**src/rtl/mts_pkg.sv**
```systemverilog
package mts_pkg;

    localparam int CODE_W      = 4;
    localparam logic [CODE_W-1:0] CODE_RESERVED = 4'h9;
    localparam logic [CODE_W-1:0] CODE_TEMP_P   = 4'h6;
    localparam logic [CODE_W-1:0] CODE_TEMP_N   = 4'h7;
    localparam logic [CODE_W-1:0] CODE_BRIDGE_P = 4'h0;
    localparam logic [CODE_W-1:0] CODE_BRIDGE_N = 4'h1;
    localparam int MIN_ACTIVE  = 2;

    typedef struct packed {
        logic [CODE_W-1:0] pos;
        logic [CODE_W-1:0] neg;
    } chan_pair_t;

    typedef enum logic [1:0] {
        ST_IDLE   = 2'd0,
        ST_LAUNCH = 2'd1,
        ST_WAIT   = 2'd2
    } seq_state_t;

    function automatic logic is_temp(input logic [CODE_W-1:0] c);
        return (c == CODE_TEMP_P) || (c == CODE_TEMP_N);
    endfunction

    // Rule check for one slot: reserved code anywhere, or a lone temperature leg.
    function automatic logic pair_bad(input chan_pair_t p);
        logic rsvd;
        logic temp_any;
        logic temp_ok;
        rsvd     = (p.pos == CODE_RESERVED) || (p.neg == CODE_RESERVED);
        temp_any = is_temp(p.pos) || is_temp(p.neg);
        temp_ok  = ((p.pos == CODE_TEMP_P) && (p.neg == CODE_TEMP_N)) ||
                   ((p.pos == CODE_TEMP_N) && (p.neg == CODE_TEMP_P));
        return rsvd || (temp_any && !temp_ok);
    endfunction

endpackage

```
**src/rtl/mts_cfg.sv**
```systemverilog
module mts_cfg
    import mts_pkg::*;
#(
    parameter int N_SLOTS = 4,
    localparam int SLOT_W = $clog2(N_SLOTS),
    localparam int CNT_W  = $clog2(N_SLOTS + 1)
) (
    input  logic                        clk,
    input  logic                        rst,
    input  logic                        busy,
    input  logic                        wr_en,
    input  logic [SLOT_W-1:0]           wr_slot,
    input  chan_pair_t                  wr_pair,
    input  logic                        cnt_en,
    input  logic [CNT_W-1:0]            cnt_val,
    output chan_pair_t [N_SLOTS-1:0]    pairs,
    output logic [CNT_W-1:0]            cnt
);

    localparam logic [CNT_W-1:0] CNT_LO = CNT_W'(MIN_ACTIVE);
    localparam logic [CNT_W-1:0] CNT_HI = CNT_W'(N_SLOTS);

    chan_pair_t [N_SLOTS-1:0] pairs_q;
    logic [CNT_W-1:0]         cnt_q;
    logic [CNT_W-1:0]         cnt_clamped;

    always_comb begin
        if (cnt_val < CNT_LO)      cnt_clamped = CNT_LO;
        else if (cnt_val > CNT_HI) cnt_clamped = CNT_HI;
        else                       cnt_clamped = cnt_val;
    end

    always_ff @(posedge clk) begin
        if (rst) begin
            for (int i = 0; i < N_SLOTS; i++) begin
                pairs_q[i].pos <= CODE_BRIDGE_P;
                pairs_q[i].neg <= CODE_BRIDGE_N;
            end
            cnt_q <= CNT_LO;
        end else if (!busy) begin
            if (wr_en && (int'(wr_slot) < N_SLOTS))
                pairs_q[wr_slot] <= wr_pair;
            if (cnt_en)
                cnt_q <= cnt_clamped;
        end
    end

    assign pairs = pairs_q;
    assign cnt   = cnt_q;

    // a write presented while running leaves the table untouched
    a_r10_table_frozen: assert property (@(posedge clk) disable iff (rst)
        (busy && (wr_en || cnt_en)) |=> ($stable(pairs_q) && $stable(cnt_q)));

    // the stored count never leaves the legal range
    a_r3_count_range: assert property (@(posedge clk) disable iff (rst)
        (cnt_q >= CNT_LO) && (cnt_q <= CNT_HI));

endmodule

```
**src/rtl/mts_chk.sv**
```systemverilog
module mts_chk
    import mts_pkg::*;
#(
    parameter int N_SLOTS = 4
) (
    input  chan_pair_t [N_SLOTS-1:0] pairs,
    output logic [N_SLOTS-1:0]       bad
);

    for (genvar g = 0; g < N_SLOTS; g++) begin : g_slot
        assign bad[g] = pair_bad(pairs[g]);
    end

endmodule

```
**src/rtl/mts_seq.sv**
```systemverilog
module mts_seq
    import mts_pkg::*;
#(
    parameter int N_SLOTS = 4,
    parameter int DATA_W  = 18,
    localparam int SLOT_W = $clog2(N_SLOTS),
    localparam int CNT_W  = $clog2(N_SLOTS + 1),
    localparam int STEP_W = $clog2(2 * N_SLOTS)
) (
    input  logic                     clk,
    input  logic                     rst,
    input  logic                     go,
    input  logic                     stop,
    input  logic [CNT_W-1:0]         cnt,
    input  chan_pair_t [N_SLOTS-1:0] pairs,
    input  logic [N_SLOTS-1:0]       bad,
    input  logic                     adc_done,
    input  logic [DATA_W-1:0]        adc_result,
    output logic                     adc_start,
    output logic [CODE_W-1:0]        sel_pos,
    output logic [CODE_W-1:0]        sel_neg,
    output logic                     res_valid,
    output logic [DATA_W-1:0]        res_data,
    output logic [SLOT_W-1:0]        res_task,
    output logic                     busy
);

    seq_state_t          state_q;
    logic [STEP_W-1:0]   step_q;
    logic [STEP_W-1:0]   step_nxt;
    logic [SLOT_W-1:0]   cur_slot;
    logic [SLOT_W-1:0]   tag_q;
    logic                stop_pend_q;
    logic                stop_now;
    logic                adc_start_q;
    logic [CODE_W-1:0]   sel_pos_q;
    logic [CODE_W-1:0]   sel_neg_q;
    logic                res_valid_q;
    logic [DATA_W-1:0]   res_data_q;
    logic [SLOT_W-1:0]   res_task_q;

    // Steps per round: both mains, then each auxiliary with slot 0 between them.
    function automatic int round_len(input logic [CNT_W-1:0] c);
        return (int'(c) <= MIN_ACTIVE) ? MIN_ACTIVE : 2 * int'(c) - 3;
    endfunction

    function automatic logic [SLOT_W-1:0] slot_at(input logic [STEP_W-1:0] s);
        int t;
        if (int'(s) < 2) return SLOT_W'(s);
        t = int'(s) - 2;
        if ((t % 2) == 1) return '0;
        return SLOT_W'(2 + t / 2);
    endfunction

    assign cur_slot = slot_at(step_q);
    assign step_nxt = (int'(step_q) + 1 >= round_len(cnt)) ? '0 : STEP_W'(int'(step_q) + 1);
    assign stop_now = stop || stop_pend_q;

    always_ff @(posedge clk) begin
        if (rst) begin
            state_q     <= ST_IDLE;
            step_q      <= '0;
            tag_q       <= '0;
            stop_pend_q <= 1'b0;
            adc_start_q <= 1'b0;
            sel_pos_q   <= '0;
            sel_neg_q   <= '0;
            res_valid_q <= 1'b0;
            res_data_q  <= '0;
            res_task_q  <= '0;
        end else begin
            adc_start_q <= 1'b0;
            res_valid_q <= 1'b0;
            case (state_q)
                ST_IDLE: begin
                    stop_pend_q <= 1'b0;
                    if (go) begin
                        step_q  <= '0;
                        state_q <= ST_LAUNCH;
                    end
                end
                ST_LAUNCH: begin
                    if (stop) stop_pend_q <= 1'b1;
                    if (bad[cur_slot]) begin
                        step_q <= step_nxt;
                        if (stop_now) state_q <= ST_IDLE;
                    end else begin
                        adc_start_q <= 1'b1;
                        sel_pos_q   <= pairs[cur_slot].pos;
                        sel_neg_q   <= pairs[cur_slot].neg;
                        tag_q       <= cur_slot;
                        state_q     <= ST_WAIT;
                    end
                end
                ST_WAIT: begin
                    if (stop) stop_pend_q <= 1'b1;
                    if (adc_done) begin
                        res_valid_q <= 1'b1;
                        res_data_q  <= adc_result;
                        res_task_q  <= tag_q;
                        step_q      <= step_nxt;
                        state_q     <= stop_now ? ST_IDLE : ST_LAUNCH;
                    end
                end
                default: state_q <= ST_IDLE;
            endcase
        end
    end

    assign adc_start = adc_start_q;
    assign sel_pos   = sel_pos_q;
    assign sel_neg   = sel_neg_q;
    assign res_valid = res_valid_q;
    assign res_data  = res_data_q;
    assign res_task  = res_task_q;
    assign busy      = (state_q != ST_IDLE);

    // conversion request is a single-cycle pulse
    a_r4_start_pulse: assert property (@(posedge clk) disable iff (rst)
        adc_start_q |=> !adc_start_q);

    // codes stay put while the conversion is outstanding
    a_r4_codes_held: assert property (@(posedge clk) disable iff (rst)
        (state_q == ST_WAIT && !adc_done) |=> ($stable(sel_pos_q) && $stable(sel_neg_q)));

    // a slot flagged by the rule checker is never converted
    a_r6_no_bad_launch: assert property (@(posedge clk) disable iff (rst)
        adc_start_q |-> !bad[tag_q]);

    // a result only follows a sampled completion
    a_r5_result_after_done: assert property (@(posedge clk) disable iff (rst)
        res_valid_q |-> $past(adc_done));

    // a completion with stop requested ends the run
    a_r9_stop_halts: assert property (@(posedge clk) disable iff (rst)
        (state_q == ST_WAIT && adc_done && stop_now) |=> !busy);

endmodule

```
**src/rtl/meas_task_seq.sv**
```systemverilog
module meas_task_seq
    import mts_pkg::*;
#(
    parameter int N_SLOTS = 4,
    parameter int DATA_W  = 18,
    localparam int SLOT_W = $clog2(N_SLOTS),
    localparam int CNT_W  = $clog2(N_SLOTS + 1)
) (
    input  logic                  clk,
    input  logic                  rst,
    input  logic                  go,
    input  logic                  stop,
    input  logic                  cfg_we,
    input  logic [SLOT_W-1:0]     cfg_slot,
    input  logic [CODE_W-1:0]     cfg_pos,
    input  logic [CODE_W-1:0]     cfg_neg,
    input  logic                  cnt_we,
    input  logic [CNT_W-1:0]      cnt_val,
    output logic                  adc_start,
    output logic [CODE_W-1:0]     sel_pos,
    output logic [CODE_W-1:0]     sel_neg,
    input  logic                  adc_done,
    input  logic [DATA_W-1:0]     adc_result,
    output logic                  res_valid,
    output logic [DATA_W-1:0]     res_data,
    output logic [SLOT_W-1:0]     res_task,
    output logic                  busy,
    output logic [N_SLOTS-1:0]    cfg_err
);

    chan_pair_t [N_SLOTS-1:0] pairs;
    chan_pair_t               wr_pair;
    logic [CNT_W-1:0]         cnt;
    logic [N_SLOTS-1:0]       bad;
    logic                     busy_i;

    assign wr_pair.pos = cfg_pos;
    assign wr_pair.neg = cfg_neg;

    mts_cfg #(.N_SLOTS(N_SLOTS)) u_cfg (
        .clk     (clk),
        .rst     (rst),
        .busy    (busy_i),
        .wr_en   (cfg_we),
        .wr_slot (cfg_slot),
        .wr_pair (wr_pair),
        .cnt_en  (cnt_we),
        .cnt_val (cnt_val),
        .pairs   (pairs),
        .cnt     (cnt)
    );

    mts_chk #(.N_SLOTS(N_SLOTS)) u_chk (
        .pairs (pairs),
        .bad   (bad)
    );

    mts_seq #(.N_SLOTS(N_SLOTS), .DATA_W(DATA_W)) u_seq (
        .clk        (clk),
        .rst        (rst),
        .go         (go),
        .stop       (stop),
        .cnt        (cnt),
        .pairs      (pairs),
        .bad        (bad),
        .adc_done   (adc_done),
        .adc_result (adc_result),
        .adc_start  (adc_start),
        .sel_pos    (sel_pos),
        .sel_neg    (sel_neg),
        .res_valid  (res_valid),
        .res_data   (res_data),
        .res_task   (res_task),
        .busy       (busy_i)
    );

    assign busy    = busy_i;
    assign cfg_err = bad;

endmodule

```
**config.mk**
```make
export PLATFORM = sky130hd
export DESIGN_NAME = meas_task_seq
export DESIGN_NICKNAME = d
export VERILOG_FILES = /design/src/rtl/mts_pkg.sv /design/src/rtl/mts_cfg.sv /design/src/rtl/mts_chk.sv /design/src/rtl/mts_seq.sv /design/src/rtl/meas_task_seq.sv
export SDC_FILE = /design/constraint.sdc
export NUM_CORES = 1
export LEC_CHECK = 0
export ABC_AREA = 0
export BUFFER_PORTS_ARGS = -buffer_cell sky130_fd_sc_hd__buf_2
export CAP_MARGIN = 30
export CORE_ASPECT_RATIO = 0.8
export CORE_MARGIN = 3
export CORE_UTILIZATION = 41
export DETAILED_ROUTE_END_ITERATION = 6
export PLACE_DENSITY_LB_ADDON = 0.1
export SLEW_MARGIN = 20
export SYNTH_ARGS = -nofsm -noshare
export SYNTH_HDL_FRONTEND = slang
export SYNTH_SLANG_ARGS = --single-unit
```
**constraint.sdc**
```tcl
create_clock -name clk -period 3.5 [get_ports clk]
set_input_delay 0.175 -clock clk [delete_from_list [all_inputs] [get_ports clk]]
set_output_delay 0.175 -clock clk [all_outputs]
set_load 0.02 [all_outputs]
```
==> impl_metrics.py <==
metrics = {
    "status": {
        "status": "finished, final reports clean",
    },
    "sta": {
        "hold_viol_final": 0,
        "tns_ps": 0,
        "whs_ps": 57.4,
        "relSlewSlack_pct": 37.6,
        "timing.final.crit_share_pct": 76.3,
        "min_period_ps": 2670,
        "tightest_slew_ps": 933,
        "fmax_mhz": 375,
        "skew_ps": 7.58,
        "setup_viol": 0,
        "finalMaxSlewViolations": 0,
        "rsz0062_at_grt": "false",
    },
    "floorplanning": {
        "core_region_area_um2": 8200,
        "start_util_pct": 43.5,
        "die_x_um": 110,
        "fp-row-count": 29,
        "dieHeight_um": 89.4,
        "die_area_um2": 9870,
        "pin_count": 73,
    },
    "finish": {
        "nets": 545,
        "drive_gt1_share_pct": 22.2,
        "mostFrequentLayoutCells": "133 x nand2_1, 74 x buf_2, 73 x dfxtp_1",
        "final_cells": 608,
        "fillers": 832,
        "area_growth_pct": 17.9,
        "final_common_cell": "nand2_1",
        "diodes": 0,
    },
    "critical_path": {
        "critPathMaxFanout": 11,
        "crit_slowest_cell": "a21boi_1",
        "cp.required_ps": 3720,
        "crit_type": "register to register",
        "cpPeakStageDelay_ps": 770,
        "path_cells": "inv_1, ha_1, nand2b_1, a21boi_1, mux4_2, nand2_1, a21oi_1",
        "end_kind": "register",
        "startpoint_type": "register",
        "worst_ep_arrival_time_ps": 2880,
    },
    "synth": {
        "synth_nets": 478,
        "synth_cell_types": 59,
        "synthDominantCellAreaShare_pct": 41.0,
        "synth.cell_area_um2": 3570,
        "yosysWarnings": 0,
        "postSynthCellCount": 428,
        "ys_ff_latch": 73,
        "yosysSeqAreaShare_pct": 41.0,
        "synth-edff-count": 0,
        "synthArstFlopShare_pct": 0,
        "ys.flop_type": "dfxtp_1",
        "synth_area_leaders": "dfxtp_1 41%, nand2_1 14%, a21oi_1 8.8%",
        "synth_top_cell_by_area": "dfxtp_1",
        "syn_avg_cell_area_um2": 8.34,
    },
    "pwr": {
        "switching_share_pct": 37.3,
        "p_seq_share_pct": 38.5,
        "power_density_nw_per_um2": 624,
        "internal_power_w": 0.00165,
        "ir_worst_vdd_mv": 0.270,
        "p_comb_share_pct": 35.5,
        "p_leak_nw": 1.74,
        "p_clk_share_pct": 26.0,
        "power_switching_w": 0.000979,
    },
    "global_routing": {
        "grt_usage_pct": 19.6,
        "grt_pass1_wl_um": 14800,
        "grt_start_max_net_pins": 43,
        "antenna_found_initial": 0,
        "grt-ovfl-total": 0,
        "grt_pass1_vias": 2924,
    },
    "drt": {
        "dr.pass1.iters": 4,
        "vias": 3200,
        "drtAntennaViolNets": 0,
        "wl_per_cell_um": 15.5,
        "drtIter0Drc": 142,
        "via_per_inst": 5.26,
        "drc_errors": 0,
        "wirelength_um": 9390,
    },
    "clock_network": {
        "clockRootBuffer": "clkbuf_8",
        "holdBufCountCts": 0,
        "cts-resized-gates": 0,
        "htreeDepth": 3,
        "clk_pin_slew_ps": 80,
        "cts.sinks": 73,
        "cts_tree": "yes",
        "clockBufferDepth": 2,
        "post_cts_buffers": 0,
        "numCtsBuffers": 9,
        "insertion_delay_ps": 350,
    },
    "placed_design": {
        "port_buffers": 72,
        "hpwl_um": 7010,
        "gp_congestion": 0.832,
        "dp.cells": 592,
    },
    "worst_hold_path": {
        "min-delay-path-class": "input port to register",
    },
    "flow_run": {
        "cap_viol_max_count": 0,
    },
}
-- metrics by stage --
stage | utilization, % | setup WS (ps) | total power (W) | cell area (um^2)
after floorplan | - | 1330 | 0.00171 | 3570
after global placement | 48.7 | 796 | 0.00193 | 3990
after detailed placement | 48.8 | 870 | 0.00195 | 4000
after CTS | 51.3 | 831 | 0.00264 | 4210
after global routing | 51.3 | 669 | 0.00280 | 4210
final | 51.3 | 831 | 0.00263 | 4210
-- worst paths after layout --
path / slack, ps / cells after the start / startpoint / to
setup / recovery: 830 / 7 / u_seq.step_q[0]$_SDFFE_PP0P_ / u_seq.sel_neg[1]$_SDFFE_PP0P_
hold / removal: 60 / 3 / adc_result[11] / u_seq.res_data[11]$_SDFFE_PP0P_
setup reg to reg: 830 / 7 / u_seq.step_q[0]$_SDFFE_PP0P_ / u_seq.sel_neg[1]$_SDFFE_PP0P_
hold reg to reg: 450 / 2 / u_seq.res_task[0]$_SDFFE_PP0P_ / u_seq.res_task[0]$_SDFFE_PP0P_
-- layer usage --
| layer | vias up | wire [um] | GRT usage (%) |
|---|---|---|---|
| li1 | 1621 | - | - |
| met1 | 1497 | 4680 | 28.1 |
| met2 | 69 | 4070 | 29.2 |
| met3 | 13 | 520 | 5.27 |
| met4 | 0 | 116 | 5.03 |
| met5 | - | 0 | 0 |
-- Yosys cell counts (all sizes together), types with 2 or more instances --
cell / count
a2111oi: 2
a211oi: 2
a21o: 4
a21oi: 63
a31oi: 3
and2: 4
and3: 2
and3b: 8
and4bb: 2
buf: 5
clkbuf: 14
dfxtp: 73
ha: 12
inv: 9
mux4: 8
nand2: 133
nand2b: 7
nand3: 8
nand4: 3
nand4bb: 3
nor2: 14
nor2b: 3
nor3: 2
nor4: 2
nor4bb: 2
o211ai: 2
o21ai: 7
o31ai: 2
or2: 4
xor2: 5
-- critical path, delay by kind of cell (launching register included) --
family | cells | cell delay [ps]
AO/OA/AOI/OAI | 2 | 820
multiplexers | 1 | 440
buffers and inverters | 1 | 170
adder cells (fa/ha/maj) | 1 | 280
AND/OR/NAND/NOR | 2 | 230
flip-flops | 1 | 580
-- power by group through the flow --
stage | sequential (W) | combinational (W) | clock (W)
2_1_floorplan | 0.00104 | 0.000676 | 0
3_3_place_gp | 0.00103 | 0.000906 | 0
3_5_place_dp | 0.00103 | 0.000925 | 0
4_1_cts | 0.00101 | 0.000932 | 0.000700
5_1_grt | 0.00103 | 0.00103 | 0.000738
6_report | 0.00101 | 0.000931 | 0.000683
-- flip-flops by register name, indices dropped and copies added (netlist names) --
signal and flops:
u_cfg.pairs 32, u_seq.res_data 18, u_seq.sel_neg 4, u_seq.sel_pos 4, u_cfg.cnt 3, u_seq.step_q 3
u_seq.res_task 2, u_seq.state_q 2, u_seq.tag_q 2, u_seq.adc_start 1, u_seq.res_valid 1, u_seq.stop_pend_q 1
-- layout make-up --
class / instances / area [um^2] / share of cell area, %
Clock buffer: 12 / 155 / 3.69
Clock inverter: 4 / 51.3 / 1.22
Tap cell: 108 / 135 / 3.21
Inverter: 9 / 33.8 / 0.803
Sequential cell: 73 / 1460 / 34.7
Timing Repair Buffer: 75 / 378 / 8.98
Multi-Input combinational cell: 327 / 1990 / 47.4
-- cells by family (layout without fill, tap and decap cells) --
kind of cell             after synthesis  count (layout)  share of synthesized area (%)
adder cells (fa/ha/maj)               12              12                           4.21
AO/OA/AOI/OAI                         99              99                           18.2
XOR/XNOR                               5               5                           1.23
buffers and inverters                 28             100                           3.23
AND/OR/NAND/NOR                      203             203                           27.1
multiplexers                           8               8                           5.15
flip-flops                            73              73                           41.0
No activity file was read; power rests on OpenSTA's default activity.
